`src/rtl/sbf_pkg.sv`:
```
package sbf_pkg;

    localparam int FIFO_DEPTH = 16;
    localparam int TX_WORD_W  = 10;
    localparam int RX_WORD_W  = 8;

    localparam int NCAUSE     = 3;
    localparam int CAUSE_TXE  = 0;
    localparam int CAUSE_TXH  = 1;
    localparam int CAUSE_RXL  = 2;
    // levels that hold out of reset (tx empty and half empty high)
    localparam logic [NCAUSE-1:0] CAUSE_RST = 3'b011;

    // field order matches status-register bits 7..4
    typedef struct packed {
        logic tx_empty;
        logic rx_empty;
        logic rx_full;
        logic tx_full;
    } sbf_sts_t;

    // zero-based occupancy; an empty queue also reads zero
    function automatic int zb_occ(input int cnt);
        return (cnt == 0) ? 0 : cnt - 1;
    endfunction

endpackage

```
`src/rtl/sbf_ring.sv`:
```
module sbf_ring #(
    parameter int DEPTH = 16,
    parameter int W     = 8,
    localparam int AW   = $clog2(DEPTH),
    localparam int CW   = AW + 1
) (
    input  logic          clk,
    input  logic          rst,
    input  logic          flush,
    input  logic          push,
    input  logic [W-1:0]  push_data,
    input  logic          pop,
    output logic [W-1:0]  head,
    output logic [CW-1:0] count,
    output logic          full,
    output logic          empty
);

    logic [W-1:0]  mem [DEPTH];
    logic [AW-1:0] wr_ptr;
    logic [AW-1:0] rd_ptr;
    logic          do_push;
    logic          do_pop;

    assign full    = (count == CW'(DEPTH));
    assign empty   = (count == '0);
    assign do_push = push && !full && !flush;
    assign do_pop  = pop && !empty && !flush;
    assign head    = mem[rd_ptr];

    always_ff @(posedge clk) begin
        if (do_push) begin
            mem[wr_ptr] <= push_data;
        end
    end

    always_ff @(posedge clk) begin
        if (rst || flush) begin
            wr_ptr <= '0;
            rd_ptr <= '0;
            count  <= '0;
        end else begin
            if (do_push) begin
                wr_ptr <= wr_ptr + AW'(1);
            end
            if (do_pop) begin
                rd_ptr <= rd_ptr + AW'(1);
            end
            case ({do_push, do_pop})
                2'b10:   count <= count + CW'(1);
                2'b01:   count <= count - CW'(1);
                default: count <= count;
            endcase
        end
    end

endmodule

```
`src/rtl/sbf_cause.sv`:
```
module sbf_cause #(
    parameter int DEPTH = 16,
    localparam int AW   = $clog2(DEPTH),
    localparam int CW   = AW + 1,
    localparam int HALF = DEPTH / 2
) (
    input  logic                      clk,
    input  logic                      rst,
    input  logic [CW-1:0]             tx_cnt,
    input  logic [CW-1:0]             rx_cnt,
    input  logic [AW-1:0]             rx_thr,
    output logic [sbf_pkg::NCAUSE-1:0] lvl,
    output logic [sbf_pkg::NCAUSE-1:0] pulse
);

    logic [sbf_pkg::NCAUSE-1:0] prev;
    logic [CW-1:0]              rx_mark;

    assign rx_mark = {1'b0, rx_thr} + CW'(1);

    always_comb begin
        lvl                     = '0;
        lvl[sbf_pkg::CAUSE_TXE] = (tx_cnt == '0);
        lvl[sbf_pkg::CAUSE_TXH] = (tx_cnt <= CW'(HALF));
        lvl[sbf_pkg::CAUSE_RXL] = (rx_cnt >= rx_mark);
    end

    for (genvar i = 0; i < sbf_pkg::NCAUSE; i++) begin : g_edge
        always_ff @(posedge clk) begin
            if (rst) begin
                prev[i] <= sbf_pkg::CAUSE_RST[i];
            end else begin
                prev[i] <= lvl[i];
            end
        end
        assign pulse[i] = lvl[i] & ~prev[i];
    end

endmodule

```
`src/rtl/sbus_byte_fifos.sv`:
```
module sbus_byte_fifos #(
    parameter int DEPTH = sbf_pkg::FIFO_DEPTH,
    parameter int TXW   = sbf_pkg::TX_WORD_W,
    parameter int RXW   = sbf_pkg::RX_WORD_W,
    localparam int AW   = $clog2(DEPTH),
    localparam int CW   = AW + 1
) (
    input  logic           clk,
    input  logic           rst,
    input  logic           tx_flush,
    input  logic           host_wr,
    input  logic [TXW-1:0] host_wr_data,
    input  logic           host_rd,
    output logic [RXW-1:0] host_rd_data,
    input  logic [AW-1:0]  rx_level_sel,
    input  logic           eng_pop,
    output logic           eng_tx_valid,
    output logic [TXW-1:0] eng_tx_data,
    input  logic           eng_push,
    input  logic [RXW-1:0] eng_rx_data,
    output logic [AW-1:0]  tx_occ,
    output logic [AW-1:0]  rx_occ,
    output logic [3:0]     sts_hi,
    output logic [2:0]     cause_lvl,
    output logic [2:0]     cause_pulse
);

    logic [CW-1:0]      tx_cnt;
    logic [CW-1:0]      rx_cnt;
    logic               tx_full;
    logic               tx_empty;
    logic               rx_full;
    logic               rx_empty;
    sbf_pkg::sbf_sts_t  sts;

    sbf_ring #(.DEPTH(DEPTH), .W(TXW)) u_tx (
        .clk       (clk),
        .rst       (rst),
        .flush     (tx_flush),
        .push      (host_wr),
        .push_data (host_wr_data),
        .pop       (eng_pop),
        .head      (eng_tx_data),
        .count     (tx_cnt),
        .full      (tx_full),
        .empty     (tx_empty)
    );

    sbf_ring #(.DEPTH(DEPTH), .W(RXW)) u_rx (
        .clk       (clk),
        .rst       (rst),
        .flush     (1'b0),
        .push      (eng_push),
        .push_data (eng_rx_data),
        .pop       (host_rd),
        .head      (host_rd_data),
        .count     (rx_cnt),
        .full      (rx_full),
        .empty     (rx_empty)
    );

    sbf_cause #(.DEPTH(DEPTH)) u_cause (
        .clk    (clk),
        .rst    (rst),
        .tx_cnt (tx_cnt),
        .rx_cnt (rx_cnt),
        .rx_thr (rx_level_sel),
        .lvl    (cause_lvl),
        .pulse  (cause_pulse)
    );

    always_comb begin
        sts.tx_empty = tx_empty;
        sts.rx_empty = rx_empty;
        sts.rx_full  = rx_full;
        sts.tx_full  = tx_full;
    end

    assign sts_hi       = sts;
    assign eng_tx_valid = !tx_empty;
    assign tx_occ       = AW'(sbf_pkg::zb_occ(int'(tx_cnt)));
    assign rx_occ       = AW'(sbf_pkg::zb_occ(int'(rx_cnt)));

endmodule

```
`config.mk`:
```
export PLATFORM = sky130hd
export DESIGN_NAME = sbus_byte_fifos
export DESIGN_NICKNAME = d
export VERILOG_FILES = /design/src/rtl/sbf_pkg.sv /design/src/rtl/sbf_ring.sv /design/src/rtl/sbf_cause.sv /design/src/rtl/sbus_byte_fifos.sv
export SDC_FILE = /design/constraint.sdc
export NUM_CORES = 1
export LEC_CHECK = 0
export ABC_CLOCK_PERIOD_IN_PS = 3700
export BUFFER_PORTS_ARGS = -buffer_cell sky130_fd_sc_hd__buf_4
export CELL_PAD_IN_SITES_DETAIL_PLACEMENT = 0
export CELL_PAD_IN_SITES_GLOBAL_PLACEMENT = 1
export CORE_MARGIN = 5
export CORE_UTILIZATION = 50
export CTS_BUF_LIST = sky130_fd_sc_hd__clkbuf_8
export DETAILED_ROUTE_END_ITERATION = 8
export GPL_TIMING_DRIVEN = 0
export PLACE_DENSITY_LB_ADDON = 0.05
export SYNTH_ARGS = -nofsm -noshare
export SYNTH_HDL_FRONTEND = slang
export SYNTH_SLANG_ARGS = --single-unit
```
`constraint.sdc`:
```
create_clock -name clk -period 3.7 [get_ports clk]
set_clock_uncertainty 0.2 [all_clocks]
set_input_delay 0.555 -clock clk [delete_from_list [all_inputs] [get_ports clk]]
set_output_delay 0.555 -clock clk [all_outputs]
set_load 0.1 [all_outputs]
```
==> results of run 1 <==
## cell families (layout without fill, tap and decap cells)
| group | Yosys count | count (layout) | synth area share, % |
|---|---|---|---|
| compound gates | 66 | 66 | 3.43 |
| xor+xnor | 21 | 21 | 1.39 |
| fa+ha+maj | 28 | 28 | 2.71 |
| buf+inv | 59 | 214 | 2.00 |
| flops | 325 | 325 | 71.2 |
| mux | 76 | 76 | 12.6 |
| simple gates | 171 | 171 | 6.69 |
## per-layer routing
metal / share of wire (%) / global-route usage, % / routed length [µm] / vias to the layer above
met5: 0 / 0 / 0 / -
met4: 3.0 / 6.73 / 795 / 0
met3: 4.6 / 3.09 / 1250 / 57
met2: 53 / 33.0 / 14200 / 185
met1: 40 / 22.9 / 10700 / 3408
li1: - / - / - / 3179
## cell usage in the layout, fill, tap and decap left out, drive strengths merged, types with 3 or more instances in the layout
cell type,instances
nor4,3
ha,27
a22oi,36
o31ai,3
mux4,72
nand3,14
xor2,12
o21ai,3
nor3,9
nor2b,10
inv,35
and3,7
nand2b,7
bufinv,7
or2,3
and2,16
nand2,36
clkbuf,77
a21oi,15
clkinv,11
or3,5
nor2,52
mux2i,3
dfxtp,37
edfxtp,288
buf,84
xnor2,9
## sequential cells by signal (all words and copies together), names as in the netlist, named ones only
register      count
u_rx.count        5
u_tx.count        5
u_rx.mem        128
u_cause.prev      3
u_rx.wr_ptr       4
u_tx.mem        160
u_rx.rd_ptr       4
u_tx.wr_ptr       4
u_tx.rd_ptr       4
## power groups by stage
stage	clock network (µW)	registers [µW]	logic, µW
floorplan	0	4210	1900
global placement	0	4230	2400
detailed placement	0	4230	2420
CTS	3310	4160	2430
global route	3490	4170	2570
finish	3220	4160	2400
## stage by stage
stage | power, µW | util (%) | setup slack, ns | instances
2_1_floorplan | 6110 | - | -0.213 | 746
3_3_place_gp | 6620 | 54.3 | 0.320 | 1146
3_5_place_dp | 6650 | 54.3 | 0.228 | 1146
4_1_cts | 9900 | 58.6 | 0.0130 | 1236
5_1_grt | 10200 | 58.6 | 0.0258 | 1236
6_report | 9780 | 58.6 | 0.183 | 1236
## worst min path at each step
stage,endpoint,cells after the start,startpoint
final,u_rx.mem[6][6]$_DFFE_PP_,1,eng_rx_data[6]
after detailed placement,u_tx.rd_ptr[3]$_SDFFE_PP0N_,2,u_tx.rd_ptr[3]$_SDFFE_PP0N_
after global placement,u_tx.rd_ptr[3]$_SDFFE_PP0N_,2,u_tx.rd_ptr[3]$_SDFFE_PP0N_
after floorplan,flop,2,u_tx.rd_ptr[3]$_SDFFE_PP0N_
after global routing,u_rx.mem[8][6]$_DFFE_PP_,1,eng_rx_data[6]
after CTS,u_rx.mem[1][6]$_DFFE_PP_,1,eng_rx_data[6]
## synth_stat cells (4+ instances only)
master	instances	area share [%]
sky130_fd_sc_hd__edfxtp_1	288	66
sky130_fd_sc_hd__mux4_2	72	12
sky130_fd_sc_hd__nor2_1	52	1.5
sky130_fd_sc_hd__dfxtp_1	37	5.6
sky130_fd_sc_hd__a22oi_1	36	2.0
sky130_fd_sc_hd__nand2_1	35	1.0
sky130_fd_sc_hd__ha_1	27	2.6
sky130_fd_sc_hd__clkbuf_1	20	0.57
sky130_fd_sc_hd__inv_1	18	0.51
sky130_fd_sc_hd__and2_1	16	0.76
sky130_fd_sc_hd__a21oi_1	15	0.57
sky130_fd_sc_hd__nand3_1	14	0.53
sky130_fd_sc_hd__xor2_1	12	0.80
sky130_fd_sc_hd__nor2b_1	10	0.47
sky130_fd_sc_hd__xnor2_1	9	0.60
sky130_fd_sc_hd__buf_2	8	0.30
sky130_fd_sc_hd__buf_4	8	0.46
sky130_fd_sc_hd__nor3_1	8	0.30
sky130_fd_sc_hd__and3_1	7	0.33
sky130_fd_sc_hd__nand2b_1	6	0.28
sky130_fd_sc_hd__or3_1	5	0.24
sky130_fd_sc_hd__buf_1	4	0.11
## critical path: stages, from the launching register on
cell and delay (ns):
sky130_fd_sc_hd__dfxtp_1 0.34, sky130_fd_sc_hd__clkbuf_1 0.17, sky130_fd_sc_hd__buf_4 0.29, sky130_fd_sc_hd__mux4_2 0.55, sky130_fd_sc_hd__a22oi_1 0.44, sky130_fd_sc_hd__nand2_1 0.14, sky130_fd_sc_hd__buf_4 0.25
## cell type report
cell class / count / area, µm²
flip-flops and latches: 325 / 9390
inverters: 19 / 73.8
clock buffers: 56 / 771
repair buffers: 65 / 488
fillers: 2015 / 10800
plain buffers: 40 / 196
clock inverters: 34 / 342
well taps: 335 / 419
multi-input cells: 362 / 3550
==> impl_metrics.xml, run 1 <==
<?xml version="1.0" encoding="UTF-8"?>
<metrics>
  <group name="clock_tree">
    <metric name="cts.sinks" unit="">325</metric>
    <metric name="clkLatencyLatePin" unit="ns">0.57</metric>
    <metric name="cts_root_buffer" unit="">sky130_fd_sc_hd__clkbuf_8</metric>
    <metric name="cts_made_buffers" unit="">52</metric>
    <metric name="cts-hold-fix-buffers" unit="">0</metric>
    <metric name="htree_num_levels" unit="">2</metric>
    <metric name="clock_tree_from_tritoncts" unit="">yes</metric>
    <metric name="path_clk_slew" unit="ns">0.06</metric>
    <metric name="ctsLongestPathBuffers" unit="">3</metric>
    <metric name="cts_resized" unit="">1</metric>
    <metric name="cts_post_setup_buffers_inserted" unit="">0</metric>
  </group>
  <group name="route">
    <metric name="1st_pass_router_iterations" unit="">5</metric>
    <metric name="ant_nets" unit="">0</metric>
    <metric name="drt_drc_violations_left" unit="">0</metric>
    <metric name="mean_routed_wirelength_per_cell" unit="µm">21.8</metric>
    <metric name="vias_per_cell" unit="">5.53</metric>
    <metric name="num_vias" unit="">6829</metric>
    <metric name="detail_route.iter0.violations" unit="">419</metric>
    <metric name="detail_route.wirelength" unit="mm">26.9</metric>
  </group>
  <group name="worst_setup_path">
    <metric name="reg2reg_setup_slack" unit="ns">0.26</metric>
    <metric name="worstSetupEndpoint" unit="">eng_tx_data[5]</metric>
    <metric name="required" unit="ns">2.94</metric>
    <metric name="reg2reg_from" unit="">u_rx.count[0]$_SDFFE_PP0P_</metric>
    <metric name="endpoint_kind" unit="">output port</metric>
    <metric name="timing.critical_path.from_type" unit="">flop</metric>
    <metric name="critical_path_class" unit="">flop to output port</metric>
    <metric name="timing.critical_path.arrival" unit="ns">2.76</metric>
    <metric name="cp_max_fo" unit="">10</metric>
    <metric name="critical_path.reg2reg.endpoint" unit="">u_rx.count[4]$_SDFFE_PP0P_</metric>
    <metric name="worst_r2r_path_depth" unit="">13</metric>
  </group>
  <group name="finish">
    <metric name="finish.instance_area" unit="µm²">15200</metric>
    <metric name="syn2layout_area_growth" unit="%">15.4</metric>
    <metric name="share_of_cells_above_drive_strength_1" unit="%">26.0</metric>
    <metric name="final_nets" unit="">922</metric>
    <metric name="diodes_inserted" unit="">0</metric>
  </group>
  <group name="synth">
    <metric name="post_synth_num_cell_types" unit="">49</metric>
    <metric name="netlist_instances" unit="">746</metric>
    <metric name="synthesis.area" unit="µm²">13200</metric>
    <metric name="ys_ff_latch" unit="">325</metric>
    <metric name="synth_enable_flop_cells" unit="">288</metric>
    <metric name="ys_dominant_reg_cell" unit="">sky130_fd_sc_hd__edfxtp_1</metric>
    <metric name="synth_nets" unit="">803</metric>
    <metric name="yosys_warnings" unit="">0</metric>
    <metric name="async_reset_ff_share" unit="%">0</metric>
    <metric name="yosysSeqAreaShare" unit="%">71.2</metric>
    <metric name="avgSynthCellArea" unit="µm²">17.7</metric>
  </group>
  <group name="floorplan">
    <metric name="die_x" unit="µm">172</metric>
    <metric name="floorplan.die.height" unit="µm">172</metric>
    <metric name="core.rowCount" unit="">59</metric>
    <metric name="start_util" unit="%">50.8</metric>
    <metric name="floorplan.io_pins" unit="">66</metric>
    <metric name="die-area" unit="µm²">29700</metric>
    <metric name="core_area" unit="µm²">26000</metric>
  </group>
  <group name="timing">
    <metric name="finalMaxSlewViolations" unit="">0</metric>
    <metric name="tightestPinTransition" unit="ns">1.34</metric>
    <metric name="timing.final.crit_share" unit="%">95.1</metric>
    <metric name="fin_setup_tns" unit="ns">0</metric>
    <metric name="setup_failing_eps_final" unit="">0</metric>
    <metric name="max_clock_freq" unit="MHz">284</metric>
    <metric name="grt_setup_unrepaired" unit="">no</metric>
    <metric name="finalHoldViolCount" unit="">0</metric>
    <metric name="finalHoldWorstSlack" unit="ns">0.0996</metric>
    <metric name="final.min_clock_period" unit="ns">3.52</metric>
    <metric name="slew_headroom" unit="%">10.1</metric>
  </group>
  <group name="placement">
    <metric name="gp_congestion" unit="">0.798</metric>
    <metric name="dp_hpwl" unit="mm">18.0</metric>
    <metric name="place.port_buffers" unit="">65</metric>
    <metric name="placedInstanceArea" unit="µm²">14100</metric>
  </group>
  <group name="global_route">
    <metric name="grt.total_usage" unit="%">18.5</metric>
    <metric name="grt_pass1_wl" unit="mm">41.1</metric>
    <metric name="overflow" unit="">0</metric>
    <metric name="grt_pass1_vias" unit="">7341</metric>
    <metric name="antenna_found_initial" unit="">0</metric>
    <metric name="grt_start_max_net_pins" unit="">17</metric>
  </group>
  <group name="pwr">
    <metric name="share_comb_of_total_power" unit="%">24.6</metric>
    <metric name="pwr-share-clk" unit="%">32.9</metric>
    <metric name="vdd_ir_drop_max" unit="mV">1.33</metric>
    <metric name="power.density" unit="nW/µm²">642</metric>
    <metric name="p_leak" unit="µW">0.00525</metric>
    <metric name="netSwitchingFraction" unit="%">31.9</metric>
    <metric name="p_seq_share" unit="%">42.5</metric>
    <metric name="netSwitchingPower" unit="µW">3120</metric>
    <metric name="p_int" unit="µW">6660</metric>
  </group>
  <group name="worst_hold_path">
    <metric name="timing.hold.worst.class" unit="">primary input to flop</metric>
  </group>
  <group name="flow_run">
    <metric name="maxCapViolCount" unit="">0</metric>
  </group>
  <group name="outcome">
    <metric name="run_status" unit="">complete, no violations</metric>
  </group>
</metrics>
No activity file was read; power rests on OpenSTA's default activity.
==> inputs of run 2 (changes only) <==
Settings changed: CORE_UTILIZATION 50 to 55.
==> impl_metrics.xml, run 2 (synthesized netlist as in run 1, its figures left out) <==
<?xml version="1.0" encoding="UTF-8"?>
<metrics>
  <group name="clock_tree">
    <metric name="ctsLongestPathBuffers" unit="">3</metric>
    <metric name="cts-hold-fix-buffers" unit="">0</metric>
    <metric name="cts_post_setup_buffers_inserted" unit="">0</metric>
    <metric name="clock_tree_from_tritoncts" unit="">yes</metric>
    <metric name="path_clk_slew" unit="ns">0.06</metric>
    <metric name="cts.sinks" unit="">325</metric>
    <metric name="htree_num_levels" unit="">2</metric>
    <metric name="cts_root_buffer" unit="">sky130_fd_sc_hd__clkbuf_8</metric>
    <metric name="clkLatencyLatePin" unit="ns">0.56</metric>
    <metric name="cts_made_buffers" unit="">51</metric>
    <metric name="cts_resized" unit="">0</metric>
  </group>
  <group name="floorplan">
    <metric name="core.rowCount" unit="">56</metric>
    <metric name="core_area" unit="µm²">23500</metric>
    <metric name="start_util" unit="%">56.0</metric>
    <metric name="die_x" unit="µm">165</metric>
    <metric name="floorplan.io_pins" unit="">66</metric>
    <metric name="floorplan.die.height" unit="µm">165</metric>
    <metric name="die-area" unit="µm²">27200</metric>
  </group>
  <group name="global_route">
    <metric name="grt_pass1_vias" unit="">7220</metric>
    <metric name="overflow" unit="">0</metric>
    <metric name="antenna_found_initial" unit="">0</metric>
    <metric name="grt_start_max_net_pins" unit="">17</metric>
    <metric name="grt.total_usage" unit="%">20.0</metric>
    <metric name="grt_pass1_wl" unit="mm">40.6</metric>
  </group>
  <group name="pwr">
    <metric name="power.density" unit="nW/µm²">618</metric>
    <metric name="vdd_ir_drop_max" unit="mV">1.44</metric>
    <metric name="p_leak" unit="µW">0.00520</metric>
  </group>
  <group name="finish">
    <metric name="diodes_inserted" unit="">0</metric>
    <metric name="register_with_the_most_flip_flops" unit="">u_tx.mem</metric>
    <metric name="largest_registers" unit="">u_tx.mem (160), u_rx.mem (128)</metric>
    <metric name="final_core_util" unit="%">63.8</metric>
    <metric name="share_of_cells_above_drive_strength_1" unit="%">24.8</metric>
    <metric name="layout_common_cells" unit="">sky130_fd_sc_hd__edfxtp_1 (288), sky130_fd_sc_hd__buf_4 (73), sky130_fd_sc_hd__mux4_2 (72)</metric>
    <metric name="number_of_flip_flops_under_the_largest_register_name" unit="">160</metric>
    <metric name="mostFrequentLayoutCell" unit="">sky130_fd_sc_hd__edfxtp_1</metric>
    <metric name="syn2layout_area_growth" unit="%">13.9</metric>
    <metric name="final_nets" unit="">921</metric>
  </group>
  <group name="worst_setup_path">
    <metric name="cp_max_fo" unit="">10</metric>
    <metric name="endpoint_kind" unit="">output port</metric>
    <metric name="timing.critical_path.from_type" unit="">flop</metric>
    <metric name="required" unit="ns">2.94</metric>
    <metric name="critical_path_class" unit="">flop to output port</metric>
    <metric name="timing.critical_path.arrival" unit="ns">2.72</metric>
  </group>
  <group name="timing">
    <metric name="setup_failing_eps_final" unit="">0</metric>
    <metric name="finalMaxSlewViolations" unit="">0</metric>
    <metric name="max_clock_freq" unit="MHz">288</metric>
    <metric name="tightestPinTransition" unit="ns">1.20</metric>
    <metric name="finalHoldViolCount" unit="">0</metric>
    <metric name="fin_setup_tns" unit="ns">0</metric>
    <metric name="finalHoldWorstSlack" unit="ns">0.0982</metric>
    <metric name="grt_setup_unrepaired" unit="">no</metric>
    <metric name="slew_headroom" unit="%">19.4</metric>
    <metric name="timing.final.crit_share" unit="%">93.9</metric>
    <metric name="final.min_clock_period" unit="ns">3.47</metric>
  </group>
  <group name="route">
    <metric name="num_vias" unit="">6885</metric>
    <metric name="mean_routed_wirelength_per_cell" unit="µm">21.6</metric>
    <metric name="met1_length" unit="mm">10.5</metric>
    <metric name="detail_route.iter0.violations" unit="">463</metric>
    <metric name="ant_nets" unit="">0</metric>
    <metric name="met3_layer_wire_length_in_the_routed_design" unit="mm">1.45</metric>
    <metric name="drt_drc_violations_left" unit="">0</metric>
    <metric name="detail_route.wirelength" unit="mm">26.5</metric>
    <metric name="1st_pass_router_iterations" unit="">5</metric>
    <metric name="vias_per_cell" unit="">5.63</metric>
    <metric name="topRoutingLayerUsed" unit="">met4</metric>
    <metric name="dr_wl_met2" unit="mm">13.8</metric>
  </group>
  <group name="placement">
    <metric name="place.port_buffers" unit="">65</metric>
    <metric name="dp_hpwl" unit="mm">17.3</metric>
    <metric name="gp_congestion" unit="">0.823</metric>
  </group>
  <group name="worst_hold_path">
    <metric name="timing.hold.worst.class" unit="">primary input to flop</metric>
  </group>
  <group name="flow_run">
    <metric name="maxCapViolCount" unit="">0</metric>
  </group>
  <group name="outcome">
    <metric name="run_status" unit="">complete, no violations</metric>
  </group>
</metrics>
-- run 2: final timing paths --
kind,start,to,slack [ns],cells past startpoint
worst max-delay path,flop,eng_tx_data[3],0.23,5
worst min-delay path,host_wr_data[8],u_tx.mem[13][8]$_DFFE_PP_,0.1,1
worst max register to register,u_rx.count[0]$_SDFFE_PP0P_,u_rx.count[4]$_SDFFE_PP0P_,0.31,13
worst min register to register,u_tx.rd_ptr[3]$_SDFFE_PP0N_,u_tx.rd_ptr[3]$_SDFFE_PP0N_,0.29,2
-- run 2: critical path, cell delays in order (launching register included) --
cell and delay (ns):
sky130_fd_sc_hd__dfxtp_1 0.40, sky130_fd_sc_hd__clkbuf_1 0.60, sky130_fd_sc_hd__mux4_2 0.41, sky130_fd_sc_hd__a22oi_1 0.38, sky130_fd_sc_hd__nand2_1 0.12, sky130_fd_sc_hd__buf_4 0.25
-- run 2: per-layer routing --
layer  vias up  GRT usage, %
met5         -             0
met4         0          6.58
met3        51          4.12
met2       200          34.9
met1      3456          25.1
li1       3178             -
-- run 2: power breakdown --
group          leakage, µW  switching [µW]  internal (µW)
Sequential         0.00290            69.9           4090
Clock             0.000570            1320           1420
Combinational      0.00174            1720            685
-- run 2: layout make-up --
class	instances	area, µm²
tap	319	399
clock buffer	54	743
fill	1713	8520
timing repair buffer	65	488
sequential	325	9390
buffer	40	190
multi-input combinational	362	3550
clock inverter	40	190
inverter	19	73.8
-- run 2: per-stage QoR --
stage | setup slack, ns | instances | total power (µW) | cell area [µm²]
6_report | 0.225 | 1224 | 9290 | 15000
4_1_cts | 0.151 | 1224 | 9390 | 15000
5_1_grt | 0.0235 | 1224 | 9730 | 15000
3_5_place_dp | 0.322 | 1130 | 6640 | 14100
3_3_place_gp | 0.341 | 1130 | 6610 | 14100
2_1_floorplan | -0.213 | 746 | 6110 | 13200
==> inputs of run 3 (changes only) <==
Settings changed: CELL_PAD_IN_SITES_DETAIL_PLACEMENT 0 to 1.
==> impl_metrics.xml, run 3 (synthesized netlist as in run 1, its figures left out) <==
<?xml version="1.0" encoding="UTF-8"?>
<metrics>
  <group name="global_route">
    <metric name="grt.total_usage" unit="%">22.0</metric>
    <metric name="grt_pass1_wl" unit="mm">44.8</metric>
    <metric name="grt_start_max_net_pins" unit="">17</metric>
    <metric name="antenna_found_initial" unit="">0</metric>
    <metric name="grt_pass1_vias" unit="">7783</metric>
    <metric name="overflow" unit="">0</metric>
  </group>
  <group name="floorplan">
    <metric name="start_util" unit="%">56.0</metric>
    <metric name="core_area" unit="µm²">23500</metric>
    <metric name="core.rowCount" unit="">56</metric>
    <metric name="die-area" unit="µm²">27200</metric>
    <metric name="floorplan.die.height" unit="µm">165</metric>
    <metric name="die_x" unit="µm">165</metric>
    <metric name="floorplan.io_pins" unit="">66</metric>
  </group>
  <group name="pwr">
    <metric name="power.density" unit="nW/µm²">626</metric>
    <metric name="p_leak" unit="µW">0.00518</metric>
    <metric name="vdd_ir_drop_max" unit="mV">1.11</metric>
  </group>
  <group name="worst_setup_path">
    <metric name="worst_r2r_path_depth" unit="">13</metric>
    <metric name="critical_path_class" unit="">flop to output port</metric>
    <metric name="reg2reg_from" unit="">u_tx.count[1]$_SDFFE_PP0P_</metric>
    <metric name="endpoint_kind" unit="">output port</metric>
    <metric name="reg2reg_setup_slack" unit="ns">0.24</metric>
    <metric name="timing.critical_path.from_type" unit="">flop</metric>
    <metric name="critical_path.reg2reg.endpoint" unit="">u_tx.count[4]$_SDFFE_PP0P_</metric>
    <metric name="cp_max_fo" unit="">10</metric>
    <metric name="worstSetupEndpoint" unit="">eng_tx_data[4]</metric>
    <metric name="required" unit="ns">2.94</metric>
    <metric name="timing.critical_path.arrival" unit="ns">2.75</metric>
  </group>
  <group name="finish">
    <metric name="fillCellCount" unit="">2104</metric>
    <metric name="number_of_flip_flops_under_the_largest_register_name" unit="">160</metric>
    <metric name="mostFrequentLayoutCell" unit="">sky130_fd_sc_hd__edfxtp_1</metric>
    <metric name="largest_registers" unit="">u_tx.mem (160), u_rx.mem (128)</metric>
    <metric name="syn2layout_area_growth" unit="%">14.1</metric>
    <metric name="layout_common_cells" unit="">sky130_fd_sc_hd__edfxtp_1 (288), sky130_fd_sc_hd__buf_4 (73), sky130_fd_sc_hd__mux4_2 (72)</metric>
    <metric name="layout.cells.non_filler" unit="">1221</metric>
    <metric name="final_nets" unit="">920</metric>
    <metric name="diodes_inserted" unit="">0</metric>
    <metric name="register_with_the_most_flip_flops" unit="">u_tx.mem</metric>
    <metric name="share_of_cells_above_drive_strength_1" unit="%">25.7</metric>
  </group>
  <group name="timing">
    <metric name="setup_failing_eps_final" unit="">0</metric>
    <metric name="finalHoldViolCount" unit="">0</metric>
    <metric name="fin_setup_tns" unit="ns">0</metric>
    <metric name="final.min_clock_period" unit="ns">3.50</metric>
    <metric name="tightestPinTransition" unit="ns">1.29</metric>
    <metric name="slew_headroom" unit="%">13.4</metric>
    <metric name="max_clock_freq" unit="MHz">285</metric>
    <metric name="finalMaxSlewViolations" unit="">0</metric>
    <metric name="timing.final.crit_share" unit="%">94.7</metric>
    <metric name="grt_setup_unrepaired" unit="">no</metric>
  </group>
  <group name="clock_tree">
    <metric name="cts.sinks" unit="">325</metric>
    <metric name="cts_made_buffers" unit="">50</metric>
    <metric name="clock_tree_from_tritoncts" unit="">yes</metric>
    <metric name="htree_num_levels" unit="">2</metric>
    <metric name="cts_post_setup_buffers_inserted" unit="">0</metric>
    <metric name="ctsLongestPathBuffers" unit="">3</metric>
    <metric name="cts-hold-fix-buffers" unit="">0</metric>
    <metric name="path_clk_slew" unit="ns">0.06</metric>
    <metric name="clkLatencyLatePin" unit="ns">0.56</metric>
    <metric name="cts_resized" unit="">0</metric>
    <metric name="cts_root_buffer" unit="">sky130_fd_sc_hd__clkbuf_8</metric>
  </group>
  <group name="route">
    <metric name="vias_per_cell" unit="">5.75</metric>
    <metric name="detail_route.wirelength" unit="mm">28.7</metric>
    <metric name="num_vias" unit="">7026</metric>
    <metric name="ant_nets" unit="">0</metric>
    <metric name="drt_drc_violations_left" unit="">0</metric>
    <metric name="detail_route.iter0.violations" unit="">375</metric>
    <metric name="mean_routed_wirelength_per_cell" unit="µm">23.5</metric>
    <metric name="1st_pass_router_iterations" unit="">4</metric>
  </group>
  <group name="outcome">
    <metric name="run_status" unit="">complete, no violations</metric>
  </group>
  <group name="worst_hold_path">
    <metric name="timing.hold.worst.class" unit="">primary input to flop</metric>
  </group>
  <group name="placement">
    <metric name="place.port_buffers" unit="">65</metric>
    <metric name="dp_hpwl" unit="mm">19.5</metric>
    <metric name="gp_congestion" unit="">0.823</metric>
    <metric name="placed_cells" unit="">1130</metric>
  </group>
  <group name="flow_run">
    <metric name="maxCapViolCount" unit="">0</metric>
  </group>
</metrics>
[run 3: changes by cell type in the layout (fill, tap and decap cells not counted)]
cell and delta:
sky130_fd_sc_hd__bufinv_16 +1, sky130_fd_sc_hd__clkinv_2 +6, sky130_fd_sc_hd__inv_1 -13, sky130_fd_sc_hd__clkinv_1 +2
sky130_fd_sc_hd__clkinvlp_4 +1
[run 3: cell type report]
| cell class | instances | area, µm² | share of cell area (%) |
|---|---|---|---|
| Clock buffer | 54 | 743 | 4.94 |
| Sequential cell | 325 | 9390 | 62.4 |
| Multi-Input combinational cell | 362 | 3550 | 23.6 |
| Clock inverter | 37 | 216 | 1.44 |
| Inverter | 19 | 73.8 | 0.491 |
| Buffer | 40 | 190 | 1.26 |
| Tap cell | 319 | 399 | 2.65 |
| Timing Repair Buffer | 65 | 488 | 3.24 |
[run 3: per-stage QoR]
| stage | cell area [µm²] | worst slack, ns | util (%) | hold slack [ns] | power [µW] |
|---|---|---|---|---|---|
| CTS | 15000 | 0.113 | 63.9 | 0.0599 | 9520 |
| global route | 15000 | 0.0214 | 63.9 | 0.0713 | 9850 |
| global placement | 14100 | 0.341 | 59.8 | 0.282 | 6610 |
| detailed placement | 14100 | 0.276 | 59.8 | 0.295 | 6680 |
| floorplan | 13200 | -0.213 | - | 0.253 | 6110 |
| finish | 15000 | 0.197 | 63.9 | 0.0972 | 9420 |
[run 3: per-layer routing]
metal  track usage [%]  vias to the layer above  wire, µm
met3              3.64                       49      1210
met4              6.62                        0       651
met5                 0                        -         0
met1              27.2                     3632     11300
li1                  -                     3172         -
met2              39.9                      173     15600
[run 3: worst min-delay path by stage]
| stage | startpoint | end | slack (ns) | depth (start not counted) |
|---|---|---|---|---|
| finish | host_wr_data[8] | u_tx.mem[8][8]$_DFFE_PP_ | 0.1 | 1 |
| global route | host_wr_data[5] | u_tx.mem[3][5]$_DFFE_PP_ | 0.07 | 1 |
| CTS | host_wr_data[8] | u_tx.mem[3][8]$_DFFE_PP_ | 0.06 | 1 |
| detailed placement | u_tx.rd_ptr[3]$_SDFFE_PP0N_ | u_tx.rd_ptr[3]$_SDFFE_PP0N_ | 0.29 | 2 |
| global placement | u_tx.rd_ptr[3]$_SDFFE_PP0N_ | u_tx.rd_ptr[3]$_SDFFE_PP0N_ | 0.28 | 2 |
| floorplan | u_tx.rd_ptr[3]$_SDFFE_PP0N_ | flop | 0.25 | 2 |
[run 3: critical path, stage by stage (launching register included)]
cell                       delay [ns]
sky130_fd_sc_hd__dfxtp_1         0.31
sky130_fd_sc_hd__clkbuf_1        0.16
sky130_fd_sc_hd__buf_2           0.40
sky130_fd_sc_hd__mux4_2          0.56
sky130_fd_sc_hd__a22oi_1         0.39
sky130_fd_sc_hd__nand2_1         0.12
sky130_fd_sc_hd__buf_4           0.25
[run 3: report_power, final]
| part | total, µW | internal (µW) | switching, µW |
|---|---|---|---|
| Sequential | 4160 | 4080 | 73.0 |
| Clock | 2850 | 1490 | 1360 |
| Combinational | 2420 | 685 | 1730 |
